### src/rtl/ep0_csr_pkg.sv
// Package: bit positions and per-flag policy for the endpoint-zero CSR.
// Assumes flags occupy the low bits and strobes sit above them.
package ep0_csr_pkg;
    localparam int CSR_W      = 8;
    localparam int N_FLAGS    = 6;
    localparam int F_RXRDY    = 0;
    localparam int F_TXRDY    = 1;
    localparam int F_STALLED  = 2;
    localparam int F_LASTDATA = 3;
    localparam int F_EARLYEND = 4;
    localparam int F_STALLREQ = 5;
    localparam int S_SRV_RX   = 6;
    localparam int S_SRV_END  = 7;
    // 1 = hardware sets and software clears; 0 = software sets and hardware clears
    localparam logic [N_FLAGS-1:0] HW_SETS = 6'b010101;
endpackage

### src/rtl/ep0_wr_decode.sv
// Module: turns one register write into per-flag software action strobes.
// Assumes the bit layout in ep0_csr_pkg; a bit whose action is a clear-by-0
// (stall sent) triggers when the written bit is 0.
module ep0_wr_decode
    import ep0_csr_pkg::*;
(
    input  logic             we,
    input  logic [CSR_W-1:0] wd,
    output logic [N_FLAGS-1:0] sw_act
);
    logic unused_wbits;
    assign unused_wbits = ^{wd[F_RXRDY], wd[F_EARLYEND]};

    // Map write data bits to the software action of each flag.
    always_comb begin
        sw_act              = '0;
        sw_act[F_RXRDY]     = we & wd[S_SRV_RX];
        sw_act[F_TXRDY]     = we & wd[F_TXRDY];
        sw_act[F_STALLED]   = we & ~wd[F_STALLED];
        sw_act[F_LASTDATA]  = we & wd[F_LASTDATA];
        sw_act[F_EARLYEND]  = we & wd[S_SRV_END];
        sw_act[F_STALLREQ]  = we & wd[F_STALLREQ];
    end
endmodule

### src/rtl/ep0_flag_cell.sv
// Module: one status flag with a hardware action and a software action.
// HW_SET selects the direction: hardware drives the flag to HW_SET, software
// to its inverse. The hardware action always has priority.
module ep0_flag_cell #(
    parameter bit HW_SET = 1'b1
) (
    input  logic clk,
    input  logic rst_n,
    input  logic hw_act,
    input  logic sw_act,
    output logic q
);
    // Update the flag with hardware priority.
    always_ff @(posedge clk) begin
        if (!rst_n)      q <= 1'b0;
        else if (hw_act) q <= HW_SET;
        else if (sw_act) q <= ~HW_SET;
    end
endmodule

### src/rtl/ep0_pulse_gen.sv
// Module: registered one-cycle interrupt and FIFO flush pulses.
// Assumes event inputs are single-cycle strobes from the engine.
module ep0_pulse_gen (
    input  logic clk,
    input  logic rst_n,
    input  logic irq_en,
    input  logic rx_evt,
    input  logic tx_evt,
    input  logic early_set,
    output logic irq,
    output logic flush
);
    // Register the pulses so they line up with the flag update.
    always_ff @(posedge clk) begin
        if (!rst_n) begin
            irq   <= 1'b0;
            flush <= 1'b0;
        end else begin
            irq   <= irq_en & (rx_evt | tx_evt | early_set);
            flush <= early_set;
        end
    end
endmodule

### src/rtl/ep0_ctl_csr.sv
// Module: control/status register of device endpoint zero.
// Combines the write decoder, six flag cells and the pulse generator.
// Assumes engine events are one-cycle strobes synchronous to clk.
module ep0_ctl_csr
    import ep0_csr_pkg::*;
(
    input  logic             clk,
    input  logic             rst_n,
    input  logic             csr_we,
    input  logic [CSR_W-1:0] csr_wdata,
    output logic [CSR_W-1:0] csr_rdata,
    input  logic             irq_en,
    input  logic             ev_rx_pkt,
    input  logic             ev_tx_done,
    input  logic             ev_stall_sent,
    input  logic             ev_xfer_end,
    output logic             tx_ready,
    output logic             stall_req,
    output logic             fifo_flush,
    output logic             irq
);
    localparam int PAD_W = CSR_W - N_FLAGS;

    logic [N_FLAGS-1:0] flags;
    logic [N_FLAGS-1:0] sw_act;
    logic [N_FLAGS-1:0] hw_act;
    logic               early_set;

    ep0_wr_decode u_dec (
        .we     (csr_we),
        .wd     (csr_wdata),
        .sw_act (sw_act)
    );

    // Early end is judged on the last-data flag before this edge clears it.
    assign early_set = ev_xfer_end & ~flags[F_LASTDATA];

    // Route engine events to the flag each one acts on.
    always_comb begin
        hw_act              = '0;
        hw_act[F_RXRDY]     = ev_rx_pkt;
        hw_act[F_TXRDY]     = ev_tx_done;
        hw_act[F_STALLED]   = ev_stall_sent;
        hw_act[F_LASTDATA]  = ev_xfer_end;
        hw_act[F_EARLYEND]  = early_set;
        hw_act[F_STALLREQ]  = ev_stall_sent;
    end

    for (genvar i = 0; i < N_FLAGS; i++) begin : g_flag
        ep0_flag_cell #(.HW_SET(HW_SETS[i])) u_cell (
            .clk    (clk),
            .rst_n  (rst_n),
            .hw_act (hw_act[i]),
            .sw_act (sw_act[i]),
            .q      (flags[i])
        );
    end

    ep0_pulse_gen u_pulse (
        .clk       (clk),
        .rst_n     (rst_n),
        .irq_en    (irq_en),
        .rx_evt    (ev_rx_pkt),
        .tx_evt    (ev_tx_done),
        .early_set (early_set),
        .irq       (irq),
        .flush     (fifo_flush)
    );

    assign csr_rdata = {{PAD_W{1'b0}}, flags};
    assign tx_ready  = flags[F_TXRDY];
    assign stall_req = flags[F_STALLREQ];
endmodule

### config.mk
export PLATFORM = sky130hd
export DESIGN_NAME = ep0_ctl_csr
export DESIGN_NICKNAME = d
export VERILOG_FILES = /design/src/rtl/ep0_csr_pkg.sv /design/src/rtl/ep0_wr_decode.sv /design/src/rtl/ep0_flag_cell.sv /design/src/rtl/ep0_pulse_gen.sv /design/src/rtl/ep0_ctl_csr.sv
export SDC_FILE = /design/constraint.sdc
export NUM_CORES = 1
export LEC_CHECK = 0
export BUFFER_PORTS_ARGS = -buffer_cell sky130_fd_sc_hd__buf_2
export CAP_MARGIN = 20
export CORE_AREA = 2 2 39 41
export DETAILED_ROUTE_END_ITERATION = 8
export DIE_AREA = 0 0 41 43
export GPL_ROUTABILITY_DRIVEN = 0
export PLACE_DENSITY = 0.67
export SYNTH_ARGS = -nofsm -noshare
export SYNTH_HDL_FRONTEND = slang
export SYNTH_SLANG_ARGS = --single-unit
### constraint.sdc
create_clock -name clk -period 1.5 [get_ports clk]
set_input_delay 0.15 -clock clk [delete_from_list [all_inputs] [get_ports clk]]
set_output_delay 0.15 -clock clk [all_outputs]
set_load 0.005 [all_outputs]
==> results.cfg, run 1 <==
[synth]
synth_area_um2 = 339
synth.top_cell.area_share = 0.472
synth_area_leaders = dfxtp_1 (47%), buf_4 (18%), nor3b_1 (6.6%)
synth.avg_cell_area_um2 = 9.97
syn-instance-count = 34
synth.yosys.warnings = 0
ys_seq_elements = 8
yosysUniqueCellTypes = 15
sequential_cell_area_fraction_in_the_yosys_report = 0.472
synth_largest_area_cell = dfxtp_1

[placement]
numPlacedInstances = 66
dp_slack_ns = 0.665
place.port_buffers = 23

[drt]
drtIter0Drc = 2
detailed_route_via_count = 285
via_per_inst = 4.13
avgRoutedWirePerCell_um = 9.87
detailedRoute.firstPassIterationCount = 2
finalWirelength_um = 681
route.detailed.drc = 0
antenna_left = 0

[sta]
worst_clock_skew_ns = 0.000204
timing.final.ws_setup_ns = 0.626
report.final.hold_viol_count = 0
rsz0062_at_grt = false
final_period_minus_worst_setup_slack_ns = 0.874
timing.final.setup_violations = 0
min_period_over_period = 0.582
maxSlewViolCount = 0
final_tns_setup_ns = 0
max_freq_mhz = 1140
hold_ws_ns = 0.0841

[setup_path]
critical_path_required_ns = 1.35
flop2flop_setup_slack_ns = 0.67
crit-reg2reg-capture = g_flag[4].u_cell.q$_SDFFE_PN0P_
critPathTopFamily = flip-flops
critPathBufInv = 1
path_class = register to primary output
ff2ff_path_depth = 2
critPathMaxFanout = 4
critical_path_cell_count = 1
series_of_cell_instances_along_the_critical_path = buf_2
cp_slowest_stage_delay_ns = 0.35
worstSetupStartpointType = register
cell_with_the_biggest_individual_delay_on_the_critical_path = dfxtp_1
worst-endpoint-arrival_ns = 0.72
timing.rr.start = g_flag[3].u_cell.q$_SDFFE_PP0P_
cp-end-kind = primary output
worst_setup_path_startpoint = g_flag[3].u_cell.q$_SDFFE_PP0P_
crit_end = csr_rdata[3]

[die]
chipHeight_um = 43
core_region_area_um2 = 1380
ioPinCount = 28
die_w_um = 41
die_area_um2 = 1760
initial_core_util = 0.245
row_count = 14

[finish]
layout.cells.most_common = buf_2
final_net_count = 71
syn2layout_area_growth_pct = 29.9
final_util = 0.318
final_cell_count_no_fill = 69
final_layout_size_suffix_gt1_frac = 0.528
layout.cells.most_common_list = buf_2 (23), dfxtp_1 (8), a21oi_1 (3), nor3b_1 (3), clkbuf_4 (3)
number_of_antenna_cells_inserted = 0

[power_and_ir_drop]
p_leak_nw = 0.225
clkPwrFrac = 0.362
p_comb_frac = 0.130
power_switching_w = 0.000103
seq_power_share = 0.508
sw_frac_of_total = 0.227
vdd_ir_max_mv = 0.344
power_density_nw_per_um2 = 1030
p_int_w = 0.000350

[run]
max-cap-violations = 0

[global_route]
grt_first_pass_wirelength_mm = 1.08
grt_overflow_total = 0
grt_start_max_net_pins = 9
globalRouteTotalUtil = 0.0947
vias_in_the_first_global_route = 268
antenna_found_initial = 0

[cts]
post_cts_hold_buffer_count = 0
clock_insertion_delay_worst_skew_ns = 0.25
cts.clk_slew.worst_paths_ns = 0.06
clock-root-buffer = clkbuf_4
tritoncts_clock_tree = built
tritoncts_sink_count = 8
cts_buffer_depth = 2
cts_made_buffers = 3
h-tree-depth = 1
postCtsResizedCells = 0
postCtsSetupBuffers = 0

[run_status]
status = completed

[min_path]
min-delay-path-class = primary input to register
## synth_stat cells
cell / n
nor2b_1: 1
buf_4: 8
a31oi_1: 1
nand2_1: 1
and3b_4: 1
inv_1: 1
dfxtp_1: 8
conb_1: 1
o21ai_0: 2
a31o_1: 1
nor3b_2: 1
nor2_1: 1
o311a_1: 1
nor3b_1: 3
a21oi_1: 3
## kinds of logic after synthesis
kind of cell | after synthesis | share of synthesized area
other cells | 1 | 0.0111
buf+inv | 9 | 0.188
simple gates | 8 | 0.181
compound gates | 8 | 0.148
flops | 8 | 0.472
## metal layers
layer,track usage,vias up,share of wire
met5,0,-,0
met2,0.141,10,0.54
met4,0.0800,0,0
li1,-,147,-
met1,0.101,128,0.40
met3,0.0314,0,0.065
## how the worst min path moves through the flow
stage | from | to | depth (start not counted)
2_1_floorplan | ev_stall_sent | g_flag[5].u_cell.q$_SDFFE_PP0P_ | 1
3_3_place_gp | ev_xfer_end | g_flag[3].u_cell.q$_SDFFE_PP0P_ | 2
3_5_place_dp | ev_tx_done | g_flag[1].u_cell.q$_SDFFE_PP0P_ | 2
4_1_cts | ev_tx_done | g_flag[1].u_cell.q$_SDFFE_PP0P_ | 2
5_1_grt | ev_xfer_end | g_flag[3].u_cell.q$_SDFFE_PP0P_ | 2
6_report | ev_tx_done | g_flag[1].u_cell.q$_SDFFE_PP0P_ | 2
## stage by stage
stage	cell area (um2)	total power, W
floorplan	343	0.000273
global placement	418	0.000294
detailed placement	418	0.000295
CTS	440	0.000463
global route	440	0.000481
finish	440	0.000453
## power by group through the flow
| stage | clock network (W) | logic, W | registers [W] |
|---|---|---|---|
| 3_3_place_gp | 0 | 0.0000587 | 0.000235 |
| 4_1_cts | 0.000172 | 0.0000603 | 0.000230 |
| 2_1_floorplan | 0 | 0.0000372 | 0.000235 |
| 3_5_place_dp | 0 | 0.0000602 | 0.000235 |
| 5_1_grt | 0.000182 | 0.0000680 | 0.000232 |
| 6_report | 0.000164 | 0.0000591 | 0.000230 |
## layout make-up
class / count / area (um2)
well taps: 16 / 20.0
flip-flops and latches: 8 / 160
repair buffers: 23 / 115
fillers: 165 / 943
clock buffers: 3 / 22.5
inverters: 1 / 3.75
multi-input cells: 18 / 119
## flip-flops by register name, summed over array words and instances (netlist names)
name	flops
u_pulse.flush	1
u_pulse.irq	1
g_flag.u_cell.q	6
Note: power is estimated with default switching activity, not from simulation.
==> inputs of run 2 (changes only) <==
- PLACE_DENSITY: 0.67 -> 0.69
- clock period: 1.5 -> 0.8 ns (I/O delays scaled with it)
==> results.cfg, run 2 (synthesized netlist as in run 1, its figures left out) <==
[cts]
tritoncts_clock_tree = built
cts_made_buffers = 3
cts_buffer_depth = 2
h-tree-depth = 1
postCtsSetupBuffers = 0
clock_insertion_delay_worst_skew_ns = 0.25
clock-root-buffer = clkbuf_4
cts.clk_slew.worst_paths_ns = 0.05
tritoncts_sink_count = 8

[drt]
route.met2.wl_um = 346
route.detailed.drc = 0
detailedRoute.firstPassIterationCount = 1
drtIter0Drc = 0
detailed_route_via_count = 294
avgRoutedWirePerCell_um = 9.79
wirelength_met1_um = 282
top_layer_used = met3
antenna_left = 0
via_per_inst = 4.14
dr_wl_met3_um = 66
finalWirelength_um = 695

[global_route]
grt_overflow_total = 0
antenna_found_initial = 0
grt_start_max_net_pins = 9
globalRouteTotalUtil = 0.0925
grt_first_pass_wirelength_mm = 1.03
vias_in_the_first_global_route = 261

[die]
die_area_um2 = 1760
initial_core_util = 0.245
row_count = 14
die_w_um = 41
chipHeight_um = 43
core_region_area_um2 = 1380
ioPinCount = 28

[finish]
final_layout_size_suffix_gt1_frac = 0.564
finalInstanceArea_um2 = 464
top_regs = g_flag.u_cell.q x6, u_pulse.flush x1, u_pulse.irq x1
syn2layout_area_growth_pct = 36.9
number_of_antenna_cells_inserted = 0
largest_register_ffs = 6
layout.cells.most_common_list = buf_2 (23), dfxtp_1 (5)
final_net_count = 73
layout.cells.most_common = buf_2
max_flop_register = g_flag.u_cell.q
fill_cells = 156

[sta]
max_freq_mhz = 1220
report.final.hold_viol_count = 0
timing.final.setup_violations = 1
final_period_minus_worst_setup_slack_ns = 0.819
timing.final.ws_setup_ns = -0.0189
min_period_over_period = 1.02
rsz0062_at_grt = true
maxSlewViolCount = 0
worst_clock_skew_ns = 0.00192

[setup_path]
cell_with_the_biggest_individual_delay_on_the_critical_path = dfxtp_2
flop2flop_setup_slack_ns = -0.02
cp-end-kind = register
ff2ff_path_depth = 2
series_of_cell_instances_along_the_critical_path = and3b_4, a31o_1
cp_slowest_stage_delay_ns = 0.34
worst-endpoint-arrival_ns = 0.96
critical_path_required_ns = 0.94
worst_setup_path_startpoint = g_flag[3].u_cell.q$_SDFFE_PP0P_
worstSetupStartpointType = register
timing.rr.start = g_flag[3].u_cell.q$_SDFFE_PP0P_
crit-reg2reg-capture = g_flag[4].u_cell.q$_SDFFE_PN0P_
path_class = register to register
critPathMaxFanout = 4

[power_and_ir_drop]
power_density_nw_per_um2 = 1840
p_leak_nw = 0.235
vdd_ir_max_mv = 0.689

[run_status]
status = complete, but fails checks
violations = setup timing

[run]
max-cap-violations = 0

[placement]
place.port_buffers = 23
dp_hpwl_um = 555
postPlaceCellArea_um2 = 419
dp_slack_ns = -0.0181

[min_path]
min-delay-path-class = primary input to register
whs_path_depth = 2
min_delay_worst_endpoint = g_flag[5].u_cell.q$_SDFFE_PP0P_
hold_start = ev_stall_sent
==> run 2: cell types whose count changed in the layout (fill, tap and decap cells not counted), sizes merged <==
| cell | change |
|---|---|
| dlygate4sd3 | +2 |
==> run 2: how the worst max path moves through the flow <==
stage	end	slack, ns	cells after the start
after floorplan	g_flag[4].u_cell.q$_SDFFE_PN0P_	0.01	2
after global placement	g_flag[4].u_cell.q$_SDFFE_PN0P_	0.005	2
after detailed placement	g_flag[4].u_cell.q$_SDFFE_PN0P_	-0.02	2
after CTS	g_flag[4].u_cell.q$_SDFFE_PN0P_	-0.03	2
after global routing	g_flag[4].u_cell.q$_SDFFE_PN0P_	-0.06	2
final	g_flag[4].u_cell.q$_SDFFE_PN0P_	-0.02	2
==> run 2: critical path: cells and delay by family (launching register included) <==
family          cells  cell delay (ns)
flops               1             0.34
simple gates        1             0.20
compound gates      1             0.18
==> run 2: where the power goes <==
| part | internal [W] | switching (W) |
|---|---|---|
| clock | 0.000171 | 0.000129 |
| combinational | 0.0000695 | 0.0000501 |
| sequential | 0.000424 | 0.00000934 |
==> run 2: cell type report <==
type | count | area (um2) | share of cell area
Clock buffer | 3 | 22.5 | 0.0485
Inverter | 1 | 3.75 | 0.00809
Multi-Input combinational cell | 18 | 119 | 0.256
Sequential cell | 8 | 164 | 0.353
Tap cell | 16 | 20.0 | 0.0431
Timing Repair Buffer | 25 | 135 | 0.291
==> run 2: repair_timing <==
action                                  CTS  global route
endpoints found under the setup margin    4             5
gates resized for setup                   2             0
pin swaps                                 0             0
hold endpoints to repair                  1             1
hold buffers                              1             1
==> run 2: per-stage QoR <==
| step | util | instances | total power, W | hold slack (ns) | setup TNS (ns) |
|---|---|---|---|---|---|
| after floorplan | - | 35 | 0.000512 | 0.149 | 0 |
| after global placement | 0.303 | 66 | 0.000552 | 0.263 | 0 |
| after detailed placement | 0.303 | 66 | 0.000555 | 0.269 | -0.0181 |
| after CTS | 0.328 | 70 | 0.000869 | 0.000365 | -0.0267 |
| after global routing | 0.335 | 71 | 0.000913 | 0.00626 | -0.106 |
| final | 0.335 | 71 | 0.000852 | 0.0142 | -0.0189 |
==> run 2: layer usage <==
metal / global-route usage / up-vias
li1: - / 151
met1: 0.110 / 130
met2: 0.125 / 13
met3: 0.0314 / 0
met4: 0.0800 / 0
met5: 0 / -
